<file path="src/rtl/llsc_pkg.sv">
package llsc_pkg;

    typedef enum logic [1:0] {
        OP_LOAD  = 2'd0,
        OP_STORE = 2'd1,
        OP_LL    = 2'd2,
        OP_SC    = 2'd3
    } llsc_op_e;

endpackage

</file>
<file path="src/rtl/llsc_arbiter.sv">
module llsc_arbiter #(
    parameter int N_AGENTS = 3,
    localparam int IDX_W = (N_AGENTS > 1) ? $clog2(N_AGENTS) : 1
) (
    input  logic [N_AGENTS-1:0] req_valid,
    output logic [N_AGENTS-1:0] grant,
    output logic [IDX_W-1:0]    grant_idx,
    output logic                grant_any
);

    always_comb begin
        grant     = '0;
        grant_idx = '0;
        grant_any = 1'b0;
        for (int i = N_AGENTS - 1; i >= 0; i--) begin
            if (req_valid[i]) begin
                grant     = '0;
                grant[i]  = 1'b1;
                grant_idx = IDX_W'(i);
                grant_any = 1'b1;
            end
        end
    end

endmodule

</file>
<file path="src/rtl/llsc_resv_table.sv">
module llsc_resv_table
    import llsc_pkg::*;
#(
    parameter int N_AGENTS = 3,
    parameter int ADDR_W   = 4,
    localparam int IDX_W = (N_AGENTS > 1) ? $clog2(N_AGENTS) : 1
) (
    input  logic              clk,
    input  logic              rst_n,
    input  logic              acc_valid,
    input  logic [IDX_W-1:0]  acc_idx,
    input  llsc_op_e          acc_op,
    input  logic [ADDR_W-1:0] acc_addr,
    output logic              sc_ok
);

    typedef struct packed {
        logic [N_AGENTS-1:0]             vld;
        logic [N_AGENTS-1:0][ADDR_W-1:0] addr;
    } resv_t;

    resv_t resv_d, resv_q;
    logic [N_AGENTS-1:0] hit;
    logic [N_AGENTS-1:0] self;

    for (genvar g = 0; g < N_AGENTS; g++) begin : g_entry
        assign hit[g]  = resv_q.vld[g] && (resv_q.addr[g] == acc_addr);
        assign self[g] = (acc_idx == IDX_W'(g));
    end

    assign sc_ok = |(hit & self);

    always_comb begin
        resv_d = resv_q;
        if (acc_valid) begin
            case (acc_op)
                OP_LL: begin
                    for (int j = 0; j < N_AGENTS; j++) begin
                        if (self[j]) begin
                            resv_d.vld[j]  = 1'b1;
                            resv_d.addr[j] = acc_addr;
                        end
                    end
                end
                OP_STORE: begin
                    for (int j = 0; j < N_AGENTS; j++) begin
                        if (hit[j] && !self[j]) resv_d.vld[j] = 1'b0;
                    end
                end
                OP_SC: begin
                    for (int j = 0; j < N_AGENTS; j++) begin
                        if (self[j]) resv_d.vld[j] = 1'b0;
                        else if (sc_ok && hit[j]) resv_d.vld[j] = 1'b0;
                    end
                end
                default: ;
            endcase
        end
    end

    always_ff @(posedge clk) begin
        if (!rst_n) resv_q <= '0;
        else        resv_q <= resv_d;
    end

endmodule

</file>
<file path="src/rtl/llsc_mem.sv">
module llsc_mem #(
    parameter int ADDR_W = 4,
    parameter int DATA_W = 16,
    localparam int DEPTH = 1 << ADDR_W
) (
    input  logic              clk,
    input  logic              rst_n,
    input  logic              wr_en,
    input  logic [ADDR_W-1:0] wr_addr,
    input  logic [DATA_W-1:0] wr_data,
    input  logic [ADDR_W-1:0] rd_addr,
    output logic [DATA_W-1:0] rd_data
);

    typedef logic [DEPTH-1:0][DATA_W-1:0] mem_t;

    mem_t mem_d, mem_q;

    assign rd_data = mem_q[rd_addr];

    always_comb begin
        mem_d = mem_q;
        if (wr_en) mem_d[wr_addr] = wr_data;
    end

    always_ff @(posedge clk) begin
        if (!rst_n) mem_q <= '0;
        else        mem_q <= mem_d;
    end

endmodule

</file>
<file path="src/rtl/llsc_monitor.sv">
module llsc_monitor
    import llsc_pkg::*;
#(
    parameter int N_AGENTS = 3,
    parameter int ADDR_W   = 4,
    parameter int DATA_W   = 16
) (
    input  logic                         clk,
    input  logic                         rst_n,
    input  logic [N_AGENTS-1:0]          req_valid,
    output logic [N_AGENTS-1:0]          req_ready,
    input  logic [2*N_AGENTS-1:0]        req_op,
    input  logic [ADDR_W*N_AGENTS-1:0]   req_addr,
    input  logic [DATA_W*N_AGENTS-1:0]   req_wdata,
    output logic [N_AGENTS-1:0]          rsp_valid,
    output logic [DATA_W-1:0]            rsp_rdata,
    output logic                         rsp_status,
    output logic                         mem_wr_en,
    output logic [ADDR_W-1:0]            mem_wr_addr,
    output logic [DATA_W-1:0]            mem_wr_data
);

    localparam int IDX_W = (N_AGENTS > 1) ? $clog2(N_AGENTS) : 1;

    typedef struct packed {
        logic [N_AGENTS-1:0] vld;
        logic [DATA_W-1:0]   rdata;
        logic                status;
    } rsp_t;

    logic [N_AGENTS-1:0] grant;
    logic [IDX_W-1:0]    grant_idx;
    logic                grant_any;
    llsc_op_e            acc_op;
    logic [ADDR_W-1:0]   acc_addr;
    logic [DATA_W-1:0]   acc_wdata;
    logic                sc_ok;
    logic [DATA_W-1:0]   rd_word;
    logic                do_write;
    rsp_t                rsp_d, rsp_q;

    llsc_arbiter #(.N_AGENTS(N_AGENTS)) u_arb (
        .req_valid (req_valid),
        .grant     (grant),
        .grant_idx (grant_idx),
        .grant_any (grant_any)
    );

    always_comb begin
        acc_op    = OP_LOAD;
        acc_addr  = '0;
        acc_wdata = '0;
        for (int i = 0; i < N_AGENTS; i++) begin
            if (grant[i]) begin
                acc_op    = llsc_op_e'(req_op[i*2 +: 2]);
                acc_addr  = req_addr[i*ADDR_W +: ADDR_W];
                acc_wdata = req_wdata[i*DATA_W +: DATA_W];
            end
        end
    end

    llsc_resv_table #(.N_AGENTS(N_AGENTS), .ADDR_W(ADDR_W)) u_resv (
        .clk       (clk),
        .rst_n     (rst_n),
        .acc_valid (grant_any),
        .acc_idx   (grant_idx),
        .acc_op    (acc_op),
        .acc_addr  (acc_addr),
        .sc_ok     (sc_ok)
    );

    assign do_write = grant_any &&
                      ((acc_op == OP_STORE) || ((acc_op == OP_SC) && sc_ok));

    llsc_mem #(.ADDR_W(ADDR_W), .DATA_W(DATA_W)) u_mem (
        .clk     (clk),
        .rst_n   (rst_n),
        .wr_en   (do_write),
        .wr_addr (acc_addr),
        .wr_data (acc_wdata),
        .rd_addr (acc_addr),
        .rd_data (rd_word)
    );

    always_comb begin
        rsp_d.vld    = grant;
        rsp_d.rdata  = '0;
        rsp_d.status = 1'b0;
        if (grant_any) begin
            if ((acc_op == OP_LOAD) || (acc_op == OP_LL)) rsp_d.rdata = rd_word;
            if (acc_op == OP_SC) rsp_d.status = sc_ok;
        end
    end

    always_ff @(posedge clk) begin
        if (!rst_n) rsp_q <= '0;
        else        rsp_q <= rsp_d;
    end

    assign req_ready   = grant;
    assign rsp_valid   = rsp_q.vld;
    assign rsp_rdata   = rsp_q.rdata;
    assign rsp_status  = rsp_q.status;
    assign mem_wr_en   = do_write;
    assign mem_wr_addr = acc_addr;
    assign mem_wr_data = acc_wdata;

endmodule

</file>
<file path="config.mk">
export PLATFORM = sky130hd
export DESIGN_NAME = llsc_monitor
export DESIGN_NICKNAME = d
export VERILOG_FILES = /design/src/rtl/llsc_pkg.sv /design/src/rtl/llsc_arbiter.sv /design/src/rtl/llsc_resv_table.sv /design/src/rtl/llsc_mem.sv /design/src/rtl/llsc_monitor.sv
export SDC_FILE = /design/constraint.sdc
export NUM_CORES = 1
export LEC_CHECK = 0
export ABC_AREA = 1
export BUFFER_PORTS_ARGS = -buffer_cell sky130_fd_sc_hd__buf_2
export CORE_MARGIN = 2
export CORE_UTILIZATION = 50
export DETAILED_ROUTE_END_ITERATION = 7
export PLACE_DENSITY = 0.74
export SYNTH_ARGS = -nofsm -noshare
export SYNTH_HDL_FRONTEND = slang
export SYNTH_SLANG_ARGS = --single-unit
</file>
<file path="constraint.sdc">
create_clock -name clk -period 3 [get_ports clk]
set_clock_uncertainty 0.2 [all_clocks]
set_input_delay 0.45 -clock clk [delete_from_list [all_inputs] [get_ports clk]]
set_output_delay 0.45 -clock clk [all_outputs]
set_load 0.05 [all_outputs]
</file>
==> impl_metrics.prom, run 1 <==
# TYPE chip_impl_metric gauge
chip_impl_info{name="outcome",value="complete, no violations"} 1
chip_impl_metric{name="fin_crit",unit="ns"} 2.79
chip_impl_metric{name="max_clock_freq",unit="GHz"} 0.359
chip_impl_metric{name="core_area",unit="um2"} 28500
chip_impl_info{name="mostFrequentLayoutCell",value="sky130_fd_sc_hd__nand3_1"} 1
chip_impl_metric{name="cts_buffers",unit=""} 30
chip_impl_metric{name="layout_worst_path_cycle_share",unit="%"} 92.9
chip_impl_metric{name="area_added_between_synthesis_and_finish",unit="%"} 15.7
chip_impl_metric{name="antenna_cells_inserted",unit=""} 0
chip_impl_metric{name="power.ir.vdd_worst",unit="mV"} 0.471
chip_impl_metric{name="floorplan.rows",unit=""} 62
chip_impl_metric{name="worstPathArrival",unit="ns"} 2.14
chip_impl_metric{name="setup_slack_of_the_worst_register_to_register_path",unit="ns"} 0.77
chip_impl_info{name="worst_path_most_repeated_cell",value="sky130_fd_sc_hd__nand2_4"} 1
chip_impl_metric{name="grt_antenna_before_repair",unit=""} 0
chip_impl_metric{name="yosys.cell_types.count",unit=""} 27
chip_impl_metric{name="total_via_count_in_the_routed_design",unit=""} 14900
chip_impl_metric{name="remaining_overflow_grt",unit=""} 0
chip_impl_info{name="crit_type",value="input pin to output pin"} 1
chip_impl_metric{name="synth.avg_cell_area",unit="um2"} 6.86
chip_impl_metric{name="die_width",unit="um"} 174
chip_impl_metric{name="gp_congestion",unit=""} 0.907
chip_impl_metric{name="critical_path_s_largest_stage_delay",unit="ns"} 0.17
chip_impl_metric{name="post_cts_setup_driven_buffer_insertion_count",unit=""} 0
chip_impl_info{name="crit_path_end_kind",value="output pin"} 1
chip_impl_metric{name="fraction_of_the_mapped_netlist_area_in_adder_cells",unit="%"} 0
chip_impl_metric{name="worst_max_slew_pin_slew",unit="ns"} 0.999
chip_impl_info{name="synth_top_family_by_area",value="simple AND/OR/NAND/NOR gates"} 1
chip_impl_metric{name="dpl.hpwl",unit="um"} 27000
chip_impl_metric{name="dieHeight",unit="um"} 174
chip_impl_metric{name="postRouteWirelength",unit="um"} 43800
chip_impl_info{name="timing.critical_path.max_delay_family",value="simple AND/OR/NAND/NOR gates"} 1
chip_impl_metric{name="post_synth_and_or_nand_nor_area_fraction",unit="%"} 31.9
chip_impl_metric{name="wl_per_cell",unit="um"} 17.3
chip_impl_info{name="clock_tree_from_tritoncts",value="done"} 1
chip_impl_metric{name="maximum_number_of_pins_on_one_net_before_global_route_repair",unit=""} 181
chip_impl_metric{name="drv_slew",unit=""} 0
chip_impl_metric{name="drt_pass1_iterations",unit=""} 5
chip_impl_metric{name="clock_tree.htree_level_count",unit=""} 1
chip_impl_metric{name="finalSetupTns",unit="ns"} 0
chip_impl_metric{name="relSlewSlack",unit="%"} 33.4
chip_impl_info{name="cpMaxStageDelayCell",value="sky130_fd_sc_hd__buf_6"} 1
chip_impl_metric{name="avgViaCountPerCell",unit=""} 5.86
chip_impl_info{name="unrepaired_setup_endpoints_after_global_routing",value="false"} 1
chip_impl_metric{name="crit_required",unit="ns"} 2.35
chip_impl_metric{name="cellPowerDensity",unit="nW/um2"} 562
chip_impl_metric{name="wire_length_of_the_first_global_routing_pass",unit="um"} 70700
chip_impl_info{name="startpoint_class_of_the_critical_path",value="input pin"} 1
chip_impl_metric{name="drive_above_1_share",unit="%"} 14.3
chip_impl_metric{name="clockBufferDepth",unit=""} 3
chip_impl_metric{name="setup_viol",unit=""} 0
chip_impl_metric{name="design.die.area",unit="um2"} 30100
chip_impl_metric{name="synth-compound-area-share",unit="%"} 18.5
chip_impl_metric{name="final_antenna_net_count",unit=""} 0
chip_impl_info{name="layout_common_cells",value="410 x sky130_fd_sc_hd__nand3_1, 322 x sky130_fd_sc_hd__nand2_1, 291 x sky130_fd_sc_hd__dfxtp_1, 289 x sky130_fd_sc_hd__a21oi_1, 272 x sky130_fd_sc_hd__nor2_1"} 1
chip_impl_metric{name="finalHoldViolCount",unit=""} 0
chip_impl_metric{name="finalNetCount",unit=""} 2197
chip_impl_metric{name="ys_warn_count",unit=""} 0
chip_impl_metric{name="critPathBufInv",unit=""} 3
chip_impl_metric{name="path_max_fanout",unit=""} 10
chip_impl_metric{name="syn-instance-count",unit=""} 2096
chip_impl_metric{name="initial_core_util",unit="%"} 50.4
chip_impl_metric{name="synth_fp_nets",unit=""} 2167
chip_impl_metric{name="synth_sequential_area_ratio",unit="%"} 40.5
chip_impl_metric{name="yosys_register_bits",unit=""} 291
chip_impl_info{name="min-delay-path-class",value="input pin to flip-flop"} 1
chip_impl_info{name="cp_cell_sequence",value="buf_2 > nor2_4 > nand2_4 > inv_2 > nand2_1 > nand2_4 > nor2_1 > nor2_1 > nand4_1 > nand3_2 > nand2_1 > nand2_4 > buf_6"} 1
chip_impl_metric{name="yosys.area_share.xor_xnor",unit="%"} 0.183
chip_impl_metric{name="max_cap_violations",unit=""} 0
chip_impl_metric{name="post_synth_mux_area_share",unit="%"} 0
chip_impl_metric{name="pre_cts_slack",unit="ns"} 0.00487
chip_impl_metric{name="syn-cell-area",unit="um2"} 14400
chip_impl_metric{name="boundaryPins",unit=""} 115
chip_impl_metric{name="grt_pass1_vias",unit=""} 13500
chip_impl_metric{name="gr-usage-all-layers",unit="%"} 28.2
chip_impl_metric{name="worst_setup_hold_path_clk_slew",unit="ns"} 0.06
chip_impl_metric{name="clk-insertion-delay-late",unit="ns"} 0.56
chip_impl_metric{name="post-route-drc-count",unit=""} 0
chip_impl_metric{name="worst_path_setup_slack_after_routing",unit="ns"} 0.212
chip_impl_metric{name="port_buffers",unit=""} 114
chip_impl_metric{name="dr.first_iter.drc_count",unit=""} 2012
chip_impl_metric{name="leakagePower",unit="nW"} 6.52
chip_impl_metric{name="numClockSinks",unit=""} 291
chip_impl_info{name="root_buffer",value="sky130_fd_sc_hd__clkbuf_16"} 1
sequential cells by signal, summed over array words and instances (netlist names):
signal	count
u_mem.mem_q	256
rsp_status	1
rsp_rdata	16
rsp_valid	3
u_resv.resv_q	15
worst min-delay path: cells and delay by family:
kind,cells,cell delay [ns]
buf+inv,1,0.11
compound gates,2,0.20
cells by family after synthesis:
logic type      Yosys count
simple gates           1056
xor+xnor                  3
buf+inv                 274
compound gates          472
flops                   291
routing by layer:
layer	part of all wire, %	global-route usage [%]	up-vias
met5	0	0	-
met4	3.3	10.2	0
met3	7.4	3.33	109
met2	46	46.4	659
met1	43	38.3	6896
li1	-	-	7193
Yosys cell counts, drive strengths merged:
cell type / instances / area (um2)
xor2: 3 / 26.3
buf: 94 / 608
a22oi: 64 / 480
or2: 17 / 106
a41oi: 1 / 8.76
nand3: 413 / 2080
inv: 65 / 244
nand4: 3 / 18.8
a22o: 17 / 149
nand3b: 2 / 15.0
a21oi: 289 / 1450
nor2: 289 / 1090
o21ai: 41 / 205
dfxtp: 291 / 5830
and3: 2 / 12.5
clkbuf: 115 / 432
nand2: 330 / 1260
a31oi: 60 / 375
power breakdown:
group	switching [mW]	internal, mW	total (mW)
Combinational	1.15	0.492	1.65
Clock	1.56	2.15	3.71
Sequential	0.0447	3.95	3.99
Total	2.76	6.59	9.35
what timing repair did:
item,4_1_cts,5_1_grt
hold endpoints to repair,15,0
hold buffers,1,0
endpoints found under the setup margin,0,1
gates resized for setup,0,9
through the flow:
stage | std cells | total power, mW | utilization [%] | hold WS (ns) | cell area [um2]
global route | 2534 | 9.68 | 58.3 | 0.0831 | 16600
detailed placement | 2477 | 5.67 | 54.6 | 0.257 | 15600
floorplan | 2096 | 5.14 | - | 0.240 | 14400
CTS | 2534 | 9.35 | 58.1 | 0.0390 | 16600
finish | 2534 | 9.35 | 58.3 | 0.0627 | 16600
global placement | 2477 | 5.65 | 54.6 | 0.249 | 15600
path summary, 6_finish.rpt:
| check | from | to | depth (start not counted) |
|---|---|---|---|
| setup / recovery | req_valid[1] | mem_wr_en | 13 |
| hold / removal | req_addr[9] | u_resv.resv_q[9]$_SDFFE_PN0P_ | 3 |
| setup reg to reg | u_resv.resv_q[9]$_SDFFE_PN0P_ | u_mem.mem_q[100]$_SDFFE_PN0P_ | 13 |
| hold reg to reg | u_mem.mem_q[178]$_SDFFE_PN0P_ | u_mem.mem_q[178]$_SDFFE_PN0P_ | 2 |
cell type report:
type                    instances  area (um2)
inverters                      65         246
well taps                     384         480
multi-input cells            1531        7350
repair buffers                207        1740
flip-flops and latches        291        5830
clock buffers                  45         897
clock inverters                11        97.6
fillers                      2668       11900
(Power assumes the default switching activity.)
==> run 2: changes to the inputs <==
- CORE_ASPECT_RATIO: default -> 2
==> run 2 against run 1 <==
Compared with the run above:
- die area up 0.27%
- first-iteration DRC count is 26% lower
- critical path depth did not move
- via count increased by 0.71%
- clock-buffer cell count down 7
- routed wire length grew 2.2%
- worst setup slack got worse by 0.039 ns
- final cell count shrank 1.6%
- register-to-register slack barely moved
- hold slack worse by 0.028 ns
- total power shrank 3.9%
- critical endpoint unchanged
- global-route usage up 1.2 points
==> impl_metrics.prom, run 2 (synthesis gave the netlist of run 1 again) <==
# TYPE chip_impl_metric gauge
chip_impl_metric{name="die_width",unit="um"} 124
chip_impl_metric{name="floorplan.rows",unit=""} 87
chip_impl_metric{name="path_max_fanout",unit=""} 10
chip_impl_metric{name="layout_worst_path_cycle_share",unit="%"} 94.2
chip_impl_metric{name="fin_crit",unit="ns"} 2.83
chip_impl_metric{name="maximum_number_of_pins_on_one_net_before_global_route_repair",unit=""} 126
chip_impl_metric{name="worst_max_slew_pin_slew",unit="ns"} 0.982
chip_impl_metric{name="max_cap_violations",unit=""} 0
chip_impl_metric{name="finalHoldViolCount",unit=""} 0
chip_impl_metric{name="port_buffers",unit=""} 114
chip_impl_info{name="min-delay-path-class",value="input pin to flip-flop"} 1
chip_impl_metric{name="area_added_between_synthesis_and_finish",unit="%"} 13.8
chip_impl_metric{name="postRouteWirelength",unit="um"} 44700
chip_impl_metric{name="grt_antenna_before_repair",unit=""} 0
chip_impl_info{name="outcome",value="complete, no violations"} 1
chip_impl_metric{name="leakagePower",unit="nW"} 6.41
chip_impl_metric{name="design.die.area",unit="um2"} 30200
chip_impl_metric{name="power.ir.vdd_worst",unit="mV"} 0.422
chip_impl_metric{name="boundaryPins",unit=""} 115
chip_impl_metric{name="dieHeight",unit="um"} 244
chip_impl_metric{name="crit_required",unit="ns"} 2.35
chip_impl_metric{name="setup_viol",unit=""} 0
chip_impl_info{name="crit_path_end_kind",value="output pin"} 1
chip_impl_metric{name="worstRegToRegCells",unit=""} 13
chip_impl_info{name="timing.hold.worst.start",value="req_addr[9]"} 1
chip_impl_metric{name="wire_length_of_the_first_global_routing_pass",unit="um"} 71700
chip_impl_metric{name="gp_congestion",unit=""} 0.931
chip_impl_metric{name="drive_above_1_share",unit="%"} 13.8
chip_impl_info{name="cp-startpoint",value="req_valid[0]"} 1
chip_impl_metric{name="max_clock_freq",unit="GHz"} 0.354
chip_impl_metric{name="wl_per_cell",unit="um"} 17.9
chip_impl_metric{name="post-layout-total-power",unit="mW"} 8.98
chip_impl_metric{name="remaining_overflow_grt",unit=""} 0
chip_impl_info{name="regMostFlops",value="u_mem.mem_q"} 1
chip_impl_info{name="timing.rr.end",value="u_mem.mem_q[217]$_SDFFE_PN0P_"} 1
chip_impl_info{name="capturing_element_of_the_worst_setup_path",value="mem_wr_en"} 1
chip_impl_metric{name="drt_pass1_iterations",unit=""} 6
chip_impl_metric{name="clock_tree.htree_level_count",unit=""} 1
chip_impl_info{name="mostFrequentLayoutCell",value="sky130_fd_sc_hd__nand3_1"} 1
chip_impl_info{name="clock_tree_from_tritoncts",value="done"} 1
chip_impl_metric{name="core_area",unit="um2"} 28300
chip_impl_metric{name="numClockSinks",unit=""} 291
chip_impl_metric{name="cellPowerDensity",unit="nW/um2"} 549
chip_impl_metric{name="worstPathArrival",unit="ns"} 2.18
chip_impl_metric{name="setup_slack_of_the_worst_register_to_register_path",unit="ns"} 0.77
chip_impl_metric{name="avgViaCountPerCell",unit=""} 6.00
chip_impl_metric{name="grt_pass1_vias",unit=""} 13800
chip_impl_metric{name="post-route-drc-count",unit=""} 0
chip_impl_metric{name="max_ffs_per_register",unit=""} 256
chip_impl_metric{name="layout.area.seq",unit="um2"} 5830
chip_impl_metric{name="relSlewSlack",unit="%"} 34.6
chip_impl_metric{name="initial_core_util",unit="%"} 50.8
chip_impl_info{name="startpoint_class_of_the_critical_path",value="input pin"} 1
chip_impl_metric{name="finalNetCount",unit=""} 2193
chip_impl_metric{name="antenna_cells_inserted",unit=""} 0
chip_impl_metric{name="clk-insertion-delay-late",unit="ns"} 0.55
chip_impl_metric{name="gr-usage-all-layers",unit="%"} 29.4
chip_impl_metric{name="multi_input_comb_area",unit="um2"} 7330
chip_impl_info{name="crit-reg2reg-launch",value="u_resv.resv_q[0]$_SDFFE_PN0P_"} 1
chip_impl_metric{name="cts_buffers",unit=""} 26
chip_impl_metric{name="worst_setup_hold_path_clk_slew",unit="ns"} 0.06
chip_impl_metric{name="total_via_count_in_the_routed_design",unit=""} 15000
chip_impl_info{name="crit_type",value="input pin to output pin"} 1
chip_impl_metric{name="drv_slew",unit=""} 0
chip_impl_metric{name="dr.first_iter.drc_count",unit=""} 1498
chip_impl_metric{name="layout.filler_cells",unit=""} 2714
chip_impl_metric{name="clockBufferDepth",unit=""} 3
chip_impl_metric{name="final_antenna_net_count",unit=""} 0
chip_impl_info{name="layout_common_cells",value="410 x sky130_fd_sc_hd__nand3_1, 322 x sky130_fd_sc_hd__nand2_1, 291 x sky130_fd_sc_hd__dfxtp_1, 289 x sky130_fd_sc_hd__a21oi_1, 272 x sky130_fd_sc_hd__nor2_1"} 1
chip_impl_metric{name="finalSetupTns",unit="ns"} 0
chip_impl_info{name="root_buffer",value="sky130_fd_sc_hd__clkbuf_16"} 1
chip_impl_metric{name="dpl.hpwl",unit="um"} 28800
chip_impl_info{name="unrepaired_setup_endpoints_after_global_routing",value="false"} 1
## run 2: changes by cell type in the layout (fill, tap and decap cells not counted)
cell	delta
sky130_fd_sc_hd__buf_4	+5
sky130_fd_sc_hd__buf_12	-4
sky130_fd_sc_hd__clkbuf_8	-4
sky130_fd_sc_hd__clkinv_2	-4
sky130_fd_sc_hd__clkbuf_16	-3
sky130_fd_sc_hd__nand2_2	+2
sky130_fd_sc_hd__nand2_4	-2
sky130_fd_sc_hd__clkinv_4	-1
sky130_fd_sc_hd__clkinv_8	-1
sky130_fd_sc_hd__dlygate4sd3_1	-1
sky130_fd_sc_hd__inv_6	+1
sky130_fd_sc_hd__xor2_1	+1
sky130_fd_sc_hd__xor2_2	-1
## run 2: final cells by class
| type | count | share of cell area [%] |
|---|---|---|
| sequential | 291 | 35.6 |
| timing repair buffer | 207 | 10.3 |
| clock inverter | 6 | 0.375 |
| clock buffer | 38 | 4.69 |
| inverter | 65 | 1.51 |
| tap | 356 | 2.72 |
| multi-input combinational | 1531 | 44.8 |
## run 2: metrics by stage
step	area, um2	std cells	util [%]	worst slack (ns)	hold WS [ns]
3_5_place_dp	15500	2450	54.8	0.0439	0.261
3_3_place_gp	15500	2450	54.8	0.111	0.253
6_report	16400	2494	57.8	0.173	0.0342
4_1_cts	16300	2494	57.8	0.0310	0.00877
5_1_grt	16400	2494	57.8	0.0388	0.0416
2_1_floorplan	14400	2096	-	0.0155	0.240
## run 2: worst min-delay path by stage
stage | to | slack [ns] | cells past startpoint
3_3_place_gp | u_mem.mem_q[177]$_SDFFE_PN0P_ | 0.25 | 2
6_report | u_resv.resv_q[9]$_SDFFE_PN0P_ | 0.03 | 3
2_1_floorplan | u_mem.mem_q[178]$_SDFFE_PN0P_ | 0.24 | 2
4_1_cts | u_resv.resv_q[9]$_SDFFE_PN0P_ | 0.009 | 3
3_5_place_dp | u_mem.mem_q[189]$_SDFFE_PN0P_ | 0.26 | 2
5_1_grt | u_resv.resv_q[9]$_SDFFE_PN0P_ | 0.04 | 3
## run 2: metal layers
metal  track usage [%]  vias to the layer above  share of wire [%]
met5                 0                        -                  0
met4              15.9                        0                5.0
met3              3.07                      151                7.0
met2              49.6                      729                 50
met1              36.1                     6927                 38
li1                  -                     7156                  -
## run 2: what timing repair did
action                                  CTS  global route
hold buffers                              0             0
resized for setup                         0             6
setup buffers                             0             0
endpoints found under the setup margin    0             1
## run 2: report_power, final
part	leakage, nW	total [mW]	internal [mW]	switching (mW)
Clock	0.406	3.35	1.85	1.50
Combinational	3.66	1.64	0.482	1.16
Sequential	2.35	3.99	3.94	0.0446
Total	6.41	8.98	6.28	2.70
## run 2: worst max-delay path, cell delays in order
cell	delay, ns
sky130_fd_sc_hd__buf_2	0.15
sky130_fd_sc_hd__nor2_4	0.13
sky130_fd_sc_hd__nand2_4	0.11
sky130_fd_sc_hd__inv_2	0.11
sky130_fd_sc_hd__nand2_1	0.07
sky130_fd_sc_hd__nand2_2	0.17
sky130_fd_sc_hd__nor2_1	0.08
sky130_fd_sc_hd__nor2_1	0.17
sky130_fd_sc_hd__nand4_1	0.17
sky130_fd_sc_hd__nand3_2	0.12
sky130_fd_sc_hd__nand2_1	0.10
sky130_fd_sc_hd__nand2_4	0.14
sky130_fd_sc_hd__buf_6	0.19
